$ cat src/rtl/wk_pkg.sv
package wk_pkg;

  typedef enum logic [1:0] {
    ST_IDLE = 2'd0,
    ST_CONV = 2'd1,
    ST_READ = 2'd2
  } wk_state_e;

endpackage

$ cat src/rtl/wk_gray_counter.sv
module wk_gray_counter #(
  parameter int W = 12
) (
  input  logic         clk,
  input  logic         rst_n,
  input  logic         clr,
  input  logic         en,
  output logic [W-1:0] gray_q,
  output logic         at_top
);

  logic [W-1:0] bin_q, bin_d, gray_d;

  always_comb begin
    bin_d = bin_q;
    if (clr)     bin_d = '0;
    else if (en) bin_d = bin_q + 1'b1;
    gray_d = bin_d ^ (bin_d >> 1);
  end

  always_ff @(posedge clk or negedge rst_n) begin
    if (!rst_n) begin
      bin_q  <= '0;
      gray_q <= '0;
    end else begin
      bin_q  <= bin_d;
      gray_q <= gray_d;
    end
  end

  assign at_top = &bin_q;

endmodule

$ cat src/rtl/wk_capture_bank.sv
module wk_capture_bank #(
  parameter int N_CH = 64,
  parameter int W    = 12
) (
  input  logic              clk,
  input  logic              rst_n,
  input  logic [N_CH-1:0]   hit,
  input  logic              arm,
  input  logic              window,
  input  logic [W-1:0]      gray_in,
  output logic [N_CH*W-1:0] codes_flat
);

  // Gray image of the all-ones binary code: MSB set, rest clear
  localparam logic [W-1:0] FULL_GRAY = {1'b1, {(W-1){1'b0}}};

  for (genvar c = 0; c < N_CH; c++) begin : g_ch
    logic         s1_q, s2_q, s3_q;
    logic         armed_q, armed_d;
    logic [W-1:0] code_q, code_d;
    logic         rise;

    assign rise = s2_q & ~s3_q;

    always_comb begin
      armed_d = armed_q;
      code_d  = code_q;
      if (arm) begin
        armed_d = 1'b1;
        code_d  = FULL_GRAY;
      end else if (window && armed_q && rise) begin
        armed_d = 1'b0;
        code_d  = gray_in;
      end
    end

    always_ff @(posedge clk or negedge rst_n) begin
      if (!rst_n) begin
        s1_q    <= 1'b0;
        s2_q    <= 1'b0;
        s3_q    <= 1'b0;
        armed_q <= 1'b0;
        code_q  <= FULL_GRAY;
      end else begin
        s1_q    <= hit[c];
        s2_q    <= s1_q;
        s3_q    <= s2_q;
        armed_q <= armed_d;
        code_q  <= code_d;
      end
    end

    assign codes_flat[c*W +: W] = code_q;
  end

endmodule

$ cat src/rtl/wk_serializer.sv
module wk_serializer #(
  parameter int N_CH = 64,
  parameter int W    = 12
) (
  input  logic              clk,
  input  logic              rst_n,
  input  logic              load,
  input  logic              abort,
  input  logic [N_CH*W-1:0] codes_flat,
  output logic              sdo,
  output logic              active,
  output logic              last_bit
);

  localparam int CHW = (N_CH > 1) ? $clog2(N_CH) : 1;
  localparam int BW  = (W > 1) ? $clog2(W) : 1;
  localparam logic [CHW-1:0] CH_LAST  = CHW'(N_CH - 1);
  localparam logic [BW-1:0]  BIT_LAST = BW'(W - 1);

  function automatic logic [W-1:0] gray_to_bin(input logic [W-1:0] g);
    logic [W-1:0] b;
    b[W-1] = g[W-1];
    for (int i = W - 2; i >= 0; i--) b[i] = b[i+1] ^ g[i];
    return b;
  endfunction

  logic           act_q, act_d;
  logic [CHW-1:0] ch_q, ch_d, ch_inc;
  logic [BW-1:0]  bit_q, bit_d;
  logic [W-1:0]   sh_q, sh_d;
  logic [W-1:0]   word_first, word_next;

  assign ch_inc     = ch_q + 1'b1;
  assign word_first = codes_flat[0 +: W];
  assign word_next  = codes_flat[ch_inc*W +: W];

  always_comb begin
    act_d = act_q;
    ch_d  = ch_q;
    bit_d = bit_q;
    sh_d  = sh_q;
    if (abort) begin
      act_d = 1'b0;
    end else if (load) begin
      act_d = 1'b1;
      ch_d  = '0;
      bit_d = '0;
      sh_d  = gray_to_bin(word_first);
    end else if (act_q) begin
      if (bit_q == BIT_LAST) begin
        if (ch_q == CH_LAST) begin
          act_d = 1'b0;
        end else begin
          ch_d  = ch_inc;
          bit_d = '0;
          sh_d  = gray_to_bin(word_next);
        end
      end else begin
        bit_d = bit_q + 1'b1;
        sh_d  = sh_q << 1;
      end
    end
  end

  always_ff @(posedge clk or negedge rst_n) begin
    if (!rst_n) begin
      act_q <= 1'b0;
      ch_q  <= '0;
      bit_q <= '0;
      sh_q  <= '0;
    end else begin
      act_q <= act_d;
      ch_q  <= ch_d;
      bit_q <= bit_d;
      sh_q  <= sh_d;
    end
  end

  assign sdo      = act_q & sh_q[W-1];
  assign active   = act_q;
  assign last_bit = act_q && (bit_q == BIT_LAST) && (ch_q == CH_LAST);

endmodule

$ cat src/rtl/wk_adc_backend.sv
module wk_adc_backend
  import wk_pkg::*;
#(
  parameter int N_CH = 64,
  parameter int W    = 12
) (
  input  logic            clk,
  input  logic            rst_n,
  input  logic            start_n,
  input  logic            clr_n,
  input  logic [N_CH-1:0] hit,
  output logic            ramp_start,
  output logic            ramp_reset,
  output logic            cnt_ovf,
  output logic            ser_data,
  output logic            data_valid
);

  localparam int FLAT_W = N_CH * W;

  // reset: asserted asynchronously, released on the clock
  logic [1:0] rst_sync_q;
  logic       core_rst_n;

  always_ff @(posedge clk or negedge rst_n) begin
    if (!rst_n) rst_sync_q <= 2'b00;
    else        rst_sync_q <= {rst_sync_q[0], 1'b1};
  end
  assign core_rst_n = rst_sync_q[1];

  wk_state_e         state_q, state_d;
  logic              ovf_q, ovf_d;
  logic              cnt_clr, cnt_en, cnt_top;
  logic              arm, ser_load, ser_abort, ser_active, ser_last;
  logic [W-1:0]      gray_cnt;
  logic [FLAT_W-1:0] codes_flat;

  always_comb begin
    state_d   = state_q;
    ovf_d     = ovf_q;
    cnt_clr   = 1'b0;
    cnt_en    = 1'b0;
    arm       = 1'b0;
    ser_load  = 1'b0;
    ser_abort = 1'b0;
    if (!clr_n) begin
      state_d   = ST_IDLE;
      ovf_d     = 1'b0;
      cnt_clr   = 1'b1;
      ser_abort = 1'b1;
    end else begin
      unique case (state_q)
        ST_IDLE: begin
          cnt_clr = 1'b1;
          if (!start_n) begin
            state_d = ST_CONV;
            ovf_d   = 1'b0;
            arm     = 1'b1;
          end
        end
        ST_CONV: begin
          if (cnt_top) begin
            state_d  = ST_READ;
            ovf_d    = 1'b1;
            ser_load = 1'b1;
          end else begin
            cnt_en = 1'b1;
          end
        end
        ST_READ: begin
          if (ser_last) state_d = ST_IDLE;
        end
        default: state_d = ST_IDLE;
      endcase
    end
  end

  always_ff @(posedge clk or negedge core_rst_n) begin
    if (!core_rst_n) begin
      state_q <= ST_IDLE;
      ovf_q   <= 1'b0;
    end else begin
      state_q <= state_d;
      ovf_q   <= ovf_d;
    end
  end

  wk_gray_counter #(.W(W)) u_cnt (
    .clk    (clk),
    .rst_n  (core_rst_n),
    .clr    (cnt_clr),
    .en     (cnt_en),
    .gray_q (gray_cnt),
    .at_top (cnt_top)
  );

  wk_capture_bank #(.N_CH(N_CH), .W(W)) u_cap (
    .clk        (clk),
    .rst_n      (core_rst_n),
    .hit        (hit),
    .arm        (arm),
    .window     (state_q == ST_CONV),
    .gray_in    (gray_cnt),
    .codes_flat (codes_flat)
  );

  wk_serializer #(.N_CH(N_CH), .W(W)) u_ser (
    .clk        (clk),
    .rst_n      (core_rst_n),
    .load       (ser_load),
    .abort      (ser_abort),
    .codes_flat (codes_flat),
    .sdo        (ser_data),
    .active     (ser_active),
    .last_bit   (ser_last)
  );

  assign ramp_start = (state_q == ST_CONV);
  assign ramp_reset = (state_q == ST_IDLE);
  assign cnt_ovf    = ovf_q;
  assign data_valid = ser_active;

endmodule

$ cat config.mk
export PLATFORM = sky130hd
export DESIGN_NAME = wk_adc_backend
export DESIGN_NICKNAME = d
export VERILOG_FILES = /design/src/rtl/wk_pkg.sv /design/src/rtl/wk_gray_counter.sv /design/src/rtl/wk_capture_bank.sv /design/src/rtl/wk_serializer.sv /design/src/rtl/wk_adc_backend.sv
export SDC_FILE = /design/constraint.sdc
export NUM_CORES = 2
export LEC_CHECK = 0
export CORE_MARGIN = 2
export CORE_UTILIZATION = 38
export CTS_CLUSTER_DIAMETER = 50
export DETAILED_ROUTE_END_ITERATION = 7
export PLACE_DENSITY_LB_ADDON = 0.2
export SLEW_MARGIN = 20
export SYNTH_ARGS = -nofsm -noshare
export SYNTH_HDL_FRONTEND = slang
export SYNTH_HIERARCHICAL = 1
export SYNTH_SLANG_ARGS = --single-unit
export TNS_END_PERCENT = 1
$ cat constraint.sdc
create_clock -name clk -period 33.9 [get_ports clk]
set_input_delay 6.78 -clock clk [delete_from_list [all_inputs] [get_ports clk]]
set_output_delay 6.78 -clock clk [all_outputs]
set_load 0.01 [all_outputs]
### Word-level counts from Yosys, hierarchy flattened

Index checks and enable logic that the tools add are counted.

* $mul: 1
* reduce and logical (&&, ||, !) cells: 202
* divide/modulo/power cells: 0
* add/sub/neg operators: 3
* order comparisons: 0
* bitwise operators: 152
* eq/ne operators: 10
* mux-type cells: 295
* shifts and indexed selects: 1

Operators with widths (count)
* two-way mux 12 bit: 134
* variable part select 768 x 11 -> 12 bit: 1
* two-way mux 1 bit: 147
* nonzero test 2 bit: 66
* logical AND 1 bit: 130
* bitwise AND 1 bit: 65
* inverter 1 bit: 64
* two-way mux 6 bit: 4
* XOR 1 bit: 22
* two-way mux 4 bit: 4
* adder 12 x 1 -> 12 bit (second input constant): 1
* inequality test 3 bit (second input constant): 4
* AND reduction 12 bit: 1
* XOR 12 x 11 -> 12 bit: 1
* AND reduction 3 bit: 3
* multiplier 6 x 2 -> 8 bit (second input constant): 1
* two-way mux 2 bit: 4
* adder 6 x 1 -> 6 bit (second input constant): 1
* == test 6 bit (second input constant): 1
* case mux 2 bit (3 select lines): 1
* adder 4 x 1 -> 4 bit (second input constant): 1
* == test 4 bit (second input constant): 1
* AND reduction 4 bit: 1
* inequality test 3 x 1 -> 1 bit (second input constant): 1
* 5 further kinds: 5

* bits in read-only memories: 0
* flip-flop bits (word level): 1076
* logic and storage cells: 993
* memories kept: 0
* bits in latches: 0
* memory bits (writable): 0
* input bits: 68

### Longest topological paths before layout

* depth after elaboration: 18
* depth in mapped cells: 16
* mapped depth without buffers: 12

### By module

The synthesis kept the hierarchy.

Modules (own cells, without submodules)
* wk_capture_bank: times used 1, seq. area each 25704.7 sq um, cells an instance 2951, area an instance 41384.7 sq um
* wk_serializer: times used 1, seq. area each 575.6 sq um, cells an instance 778, area an instance 8196.6 sq um
* wk_gray_counter: times used 1, seq. area each 575.6 sq um, cells an instance 99, area an instance 1099.8 sq um
* wk_adc_backend: times used 1, seq. area each 125.1 sq um, cells an instance 26, area an instance 246.5 sq um

### Worst setup path before layout

No wires, ideal clock.

* kind: input port to flip-flop
* start point: input port clr_n
* end point: register u_cnt.gray_q[6]
* data required time: 33775 ps
* stages on the path: 7
* setup slack: 25566 ps
* library setup time: 125 ps
* data arrival time: 8210 ps
* cell sequence: nand2b_1 nor3b_1 buf_2 nand3_1 or3_1 a21oi_2 mux2_2

* longest elaborated chain between the ends: 4

RTL lines
* from (decl): line wk_adc_backend.sv:10 `input logic clr_n,`
* two-way mux 1 bit: line wk_adc_backend.sv:46 `if (!clr_n) begin`
* named net cnt_en: line wk_adc_backend.sv:33 `logic cnt_clr, cnt_en, cnt_top;`
* two-way mux 12 bit: line wk_gray_counter.sv:17 `else if (en) bin_d = bin_q + 1'b1;`
* two-way mux 12 bit: line wk_gray_counter.sv:16 `if (clr) bin_d = '0;`
* named net u_cnt.bin_d[6]: line wk_gray_counter.sv:12 `logic [W-1:0] bin_q, bin_d, gray_d;`
* XOR 12 x 11 -> 12 bit: line wk_gray_counter.sv:18 `gray_d = bin_d ^ (bin_d >> 1);`
* named net u_cnt.gray_d[6]: line wk_gray_counter.sv:12
* to (signal assigned): line wk_gray_counter.sv:27 `gray_q <= gray_d;`
* to (decl): line wk_gray_counter.sv:8 `output logic [W-1:0] gray_q,`

The timed path passes the listed nets, and every way through them passes these cells.
A chain may end at the register's enable or synchronous reset.

### Worst setup path after layout

* start point: input port clr_n
* end point: register u_cap.g_ch[5].code_q[10]

* longest elaborated chain between the ends: 2

RTL lines
* two-way mux 1 bit *: line wk_adc_backend.sv:46
* named net arm: line wk_adc_backend.sv:34 `logic arm, ser_load, ser_abort, ser_active, ser_last;`
* two-way mux 12 bit or nonzero test 2 bit (tied branches)
* to (signal assigned): line wk_capture_bank.sv:49 `code_q <= code_d;`
* to (decl): line wk_capture_bank.sv:20 `logic [W-1:0] code_q, code_d;`

The timed path passes the listed nets; every way through them passes the cells marked *.

==> impl_metrics.csv <==
group,metric,value,unit
outcome,status,"complete, no violations",
routing,drt-initial-drc-count,2073,
logic_synthesis,synth_edf_count,0,
hold_path,hp-class,"reg -> reg",
grt,grt_antenna_before_repair,0,
logic_synthesis,yosysWarnings,6,
placed_design,port_buffers,72,
pwr,p_per_area,52.7,nW/um^2
clock_network,post-cts-setup-buffer-count,0,
cells_and_area,multi_input_area,21900,um^2
pwr,vdd_ir_drop_max,0.0418,mV
worst_setup_path,cp.required,34460,ps
job,cap_viol_max_count,0,
pwr,finalPower,3.00,mW
logic_synthesis,syn_area,50900,um^2
routing,vias,29400,
routing,drt_pre_antenna_iters,7,
clock_network,cts_hold_buffers,0,
placed_design,dp_slack,22450,ps
worst_setup_path,startpoint_type,"input pin",
clock_network,clock_sinks,1075,
pwr,power.leakage,28.3,nW
cells_and_area,syn_to_final_growth,11.9,%
cells_and_area,final_common_cell,"dfrtp_1",
placed_design,place_congestion,0.793,
clock_network,clock_latency,770,ps
logic_synthesis,syn_area_per_cell,13.2,um^2
logic_synthesis,synth-main-ff-cell,"dfrtp_1",
clock_network,clkTransAtPathRegs,60,ps
clock_network,htreeDepth,4,
cells_and_area,fin_nets,3852,
logic_synthesis,synth_nets,3925,
clock_network,cts_buffers,140,
die,initial_core_util,0.382,
timing,period_needed,10630,ps
cells_and_area,fill_cells,12200,
grt,grt_pass1_wl,198000,um
clock_network,ctsResizeCount,0,
logic_synthesis,ys_ff_latch,1075,
routing,drc,0,
die,core_area,133000,um^2
grt,grtUsageTotal,0.187,
cells_and_area,drive_gt1_frac,0.165,
timing,maxSlewViolCount,0,
die,die_area,137000,um^2
routing,wl_per_cell,22.1,um
die,die_w,370,um
grt,grt_pass1_vias,31000,
timing,holdWs,339,ps
logic_synthesis,synthArstFlopShare,1.00,
grt,grt_max_degree,160,
clock_network,cts_tree,"yes",
timing,tightest_slew,1210,ps
timing,tns,0,ps
clock_network,clockBufferDepth,3,
grt,grt-ovfl-total,0,
timing,max-slew-margin-rel,0.192,
routing,wl,125000,um
cells_and_area,mostFrequentLayoutCells,"dfrtp_1 (1009), mux2i_1 (788), nand2b_1 (708)",
logic_synthesis,synth.yosys.seq_area_share,0.530,
die,boundaryPins,73,
timing,rsz0062_at_grt,"false",
timing,fmax,94.1,MHz
cells_and_area,n_antenna_cell,0,
logic_synthesis,netlist-cell-type-count,76,
timing,final-hold-violation-count,0,
routing,detail-route-antenna-nets,0,
clock_network,cts_root_buffer,"clkbuf_16",
worst_setup_path,worstPathMaxFanout,111,
timing,worst_slack,23270,ps
timing,fin_skew,37.4,ps
worst_setup_path,cp.arrival,11190,ps
die,die_height,370,um
timing,fin_crit_sh,0.314,
timing,final-setup-viol-count,0,
cells_and_area,utilization,0.428,
cells_and_area,regArea,27000,um^2
worst_setup_path,endpoint_kind,"register",
routing,viasPerCell,5.19,
die,fp-row-count,134,
worst_setup_path,worstSetupPathType,"in -> reg",
placed_design,dpl.hpwl,71400,um
logic_synthesis,syn_inst,3854,
routing by layer:
metal	vias up	wire length [um]	track usage
met1	15500	59800	0.269
li1	13300	-	-
met5	-	0	0
met2	462	58200	0.292
met4	0	2810	0.0524
met3	156	4510	0.0295
per-stage QoR:
| stage | cells | area (um^2) |
|---|---|---|
| after detailed placement | 5407 | 52300 |
| after global placement | 5407 | 52300 |
| after CTS | 5661 | 57000 |
| final | 5661 | 57000 |
| after global routing | 5661 | 57000 |
| after floorplan | 3854 | 50900 |
where the power goes:
part	switching (mW)	internal (mW)	total, mW
clock network	0.582	0.894	1.48
registers	0.0285	1.34	1.37
logic	0.0911	0.0701	0.161
total	0.702	2.30	3.00
cells in the mapped netlist (all sizes together), types with 5 or more instances:
library cell,instances,area (um^2)
xor2,21,191
dfrtp,1011,25300
nor4,7,43.8
a32oi,5,51.3
nor2,114,438
nand2b,719,4500
mux4,191,4300
o22ai,6,37.5
a211oi,10,75.1
a21o,67,503
o21ai,24,120
nand4,11,83.8
nand3,61,310
a31oi,17,106
nor3,11,55.1
buf,224,1650
clkbuf,119,447
inv,8,30.0
nand4b,65,1270
and3,7,43.8
or3,6,37.5
nand2,159,597
mux2i,788,7890
dfstp,64,1680
a21oi,46,253
xnor2,22,223
nor2b,9,56.3
sequential cells by signal, indices dropped and copies added (netlist names):
signal,cells
u_cap/g_ch.code_q,768
u_ser/ch_q,6
u_ser/bit_q,4
u_cap/g_ch.armed_q,64
u_cap/g_ch.s2_q,64
u_cap/g_ch.s3_q,64
state_q,2
rst_sync_q,2
u_cnt/bin_q,12
u_cnt/gray_q,11
cnt_ovf,1
u_ser/sh_q,12
u_ser/active,1
u_cap/g_ch.s1_q,64
cell families (layout without fill, tap and decap cells):
family / Yosys count / count (layout) / share of synthesized area
other: 1 / 1 / 0.0000736
AO/OA/AOI/OAI: 202 / 202 / 0.0274
buffers and inverters: 351 / 390 / 0.0417
XOR/XNOR: 49 / 49 / 0.0109
multiplexers: 983 / 983 / 0.240
adder cells (fa/ha/maj): 3 / 3 / 0.000737
AND/OR/NAND/NOR: 1190 / 1190 / 0.149
flip-flops: 1075 / 1075 / 0.530
final cells by class:
class                           instances  area share
Timing Repair Buffer                  128      0.0207
Clock buffer                          194      0.0697
Sequential cell                      1075       0.474
Clock inverter                         60      0.0118
Inverter                                8    0.000527
Tap cell                             1768      0.0388
Multi-Input combinational cell       2428       0.385
final timing paths:
kind,slack [ps],to,depth (start not counted),start
worst max register to register,28000,u_ser/sh_q[0]$_DFFE_PN0P_,12,u_ser/ch_q[0]$_DFFE_PN0P_
worst max-delay path,23270,u_cap/g_ch[5].code_q[10]$_DFFE_PN0P_,9,clr_n
worst min register to register,340,u_cap/g_ch[18].s2_q$_DFF_PN0_,0,u_cap/g_ch[18].s1_q$_DFF_PN0_
worst min-delay path,340,u_cap/g_ch[18].s2_q$_DFF_PN0_,0,u_cap/g_ch[18].s1_q$_DFF_PN0_
min in group asynchronous,420,u_cap/g_ch[32].s2_q$_DFF_PN0_,0,rst_sync_q[1]$_DFF_PN0_
max in group asynchronous,27550,rst_sync_q[1]$_DFF_PN0_,1,rst_n
critical path, cell delays in order:
cell and delay, ps:
clkdlybuf4s50_1 530, nand2b_1 150, nor3_2 140, buf_4 660, buf_4 810, buf_4 870, nand2b_2 260, buf_4 700
mux2i_1 170
(Power assumes the default switching activity.)
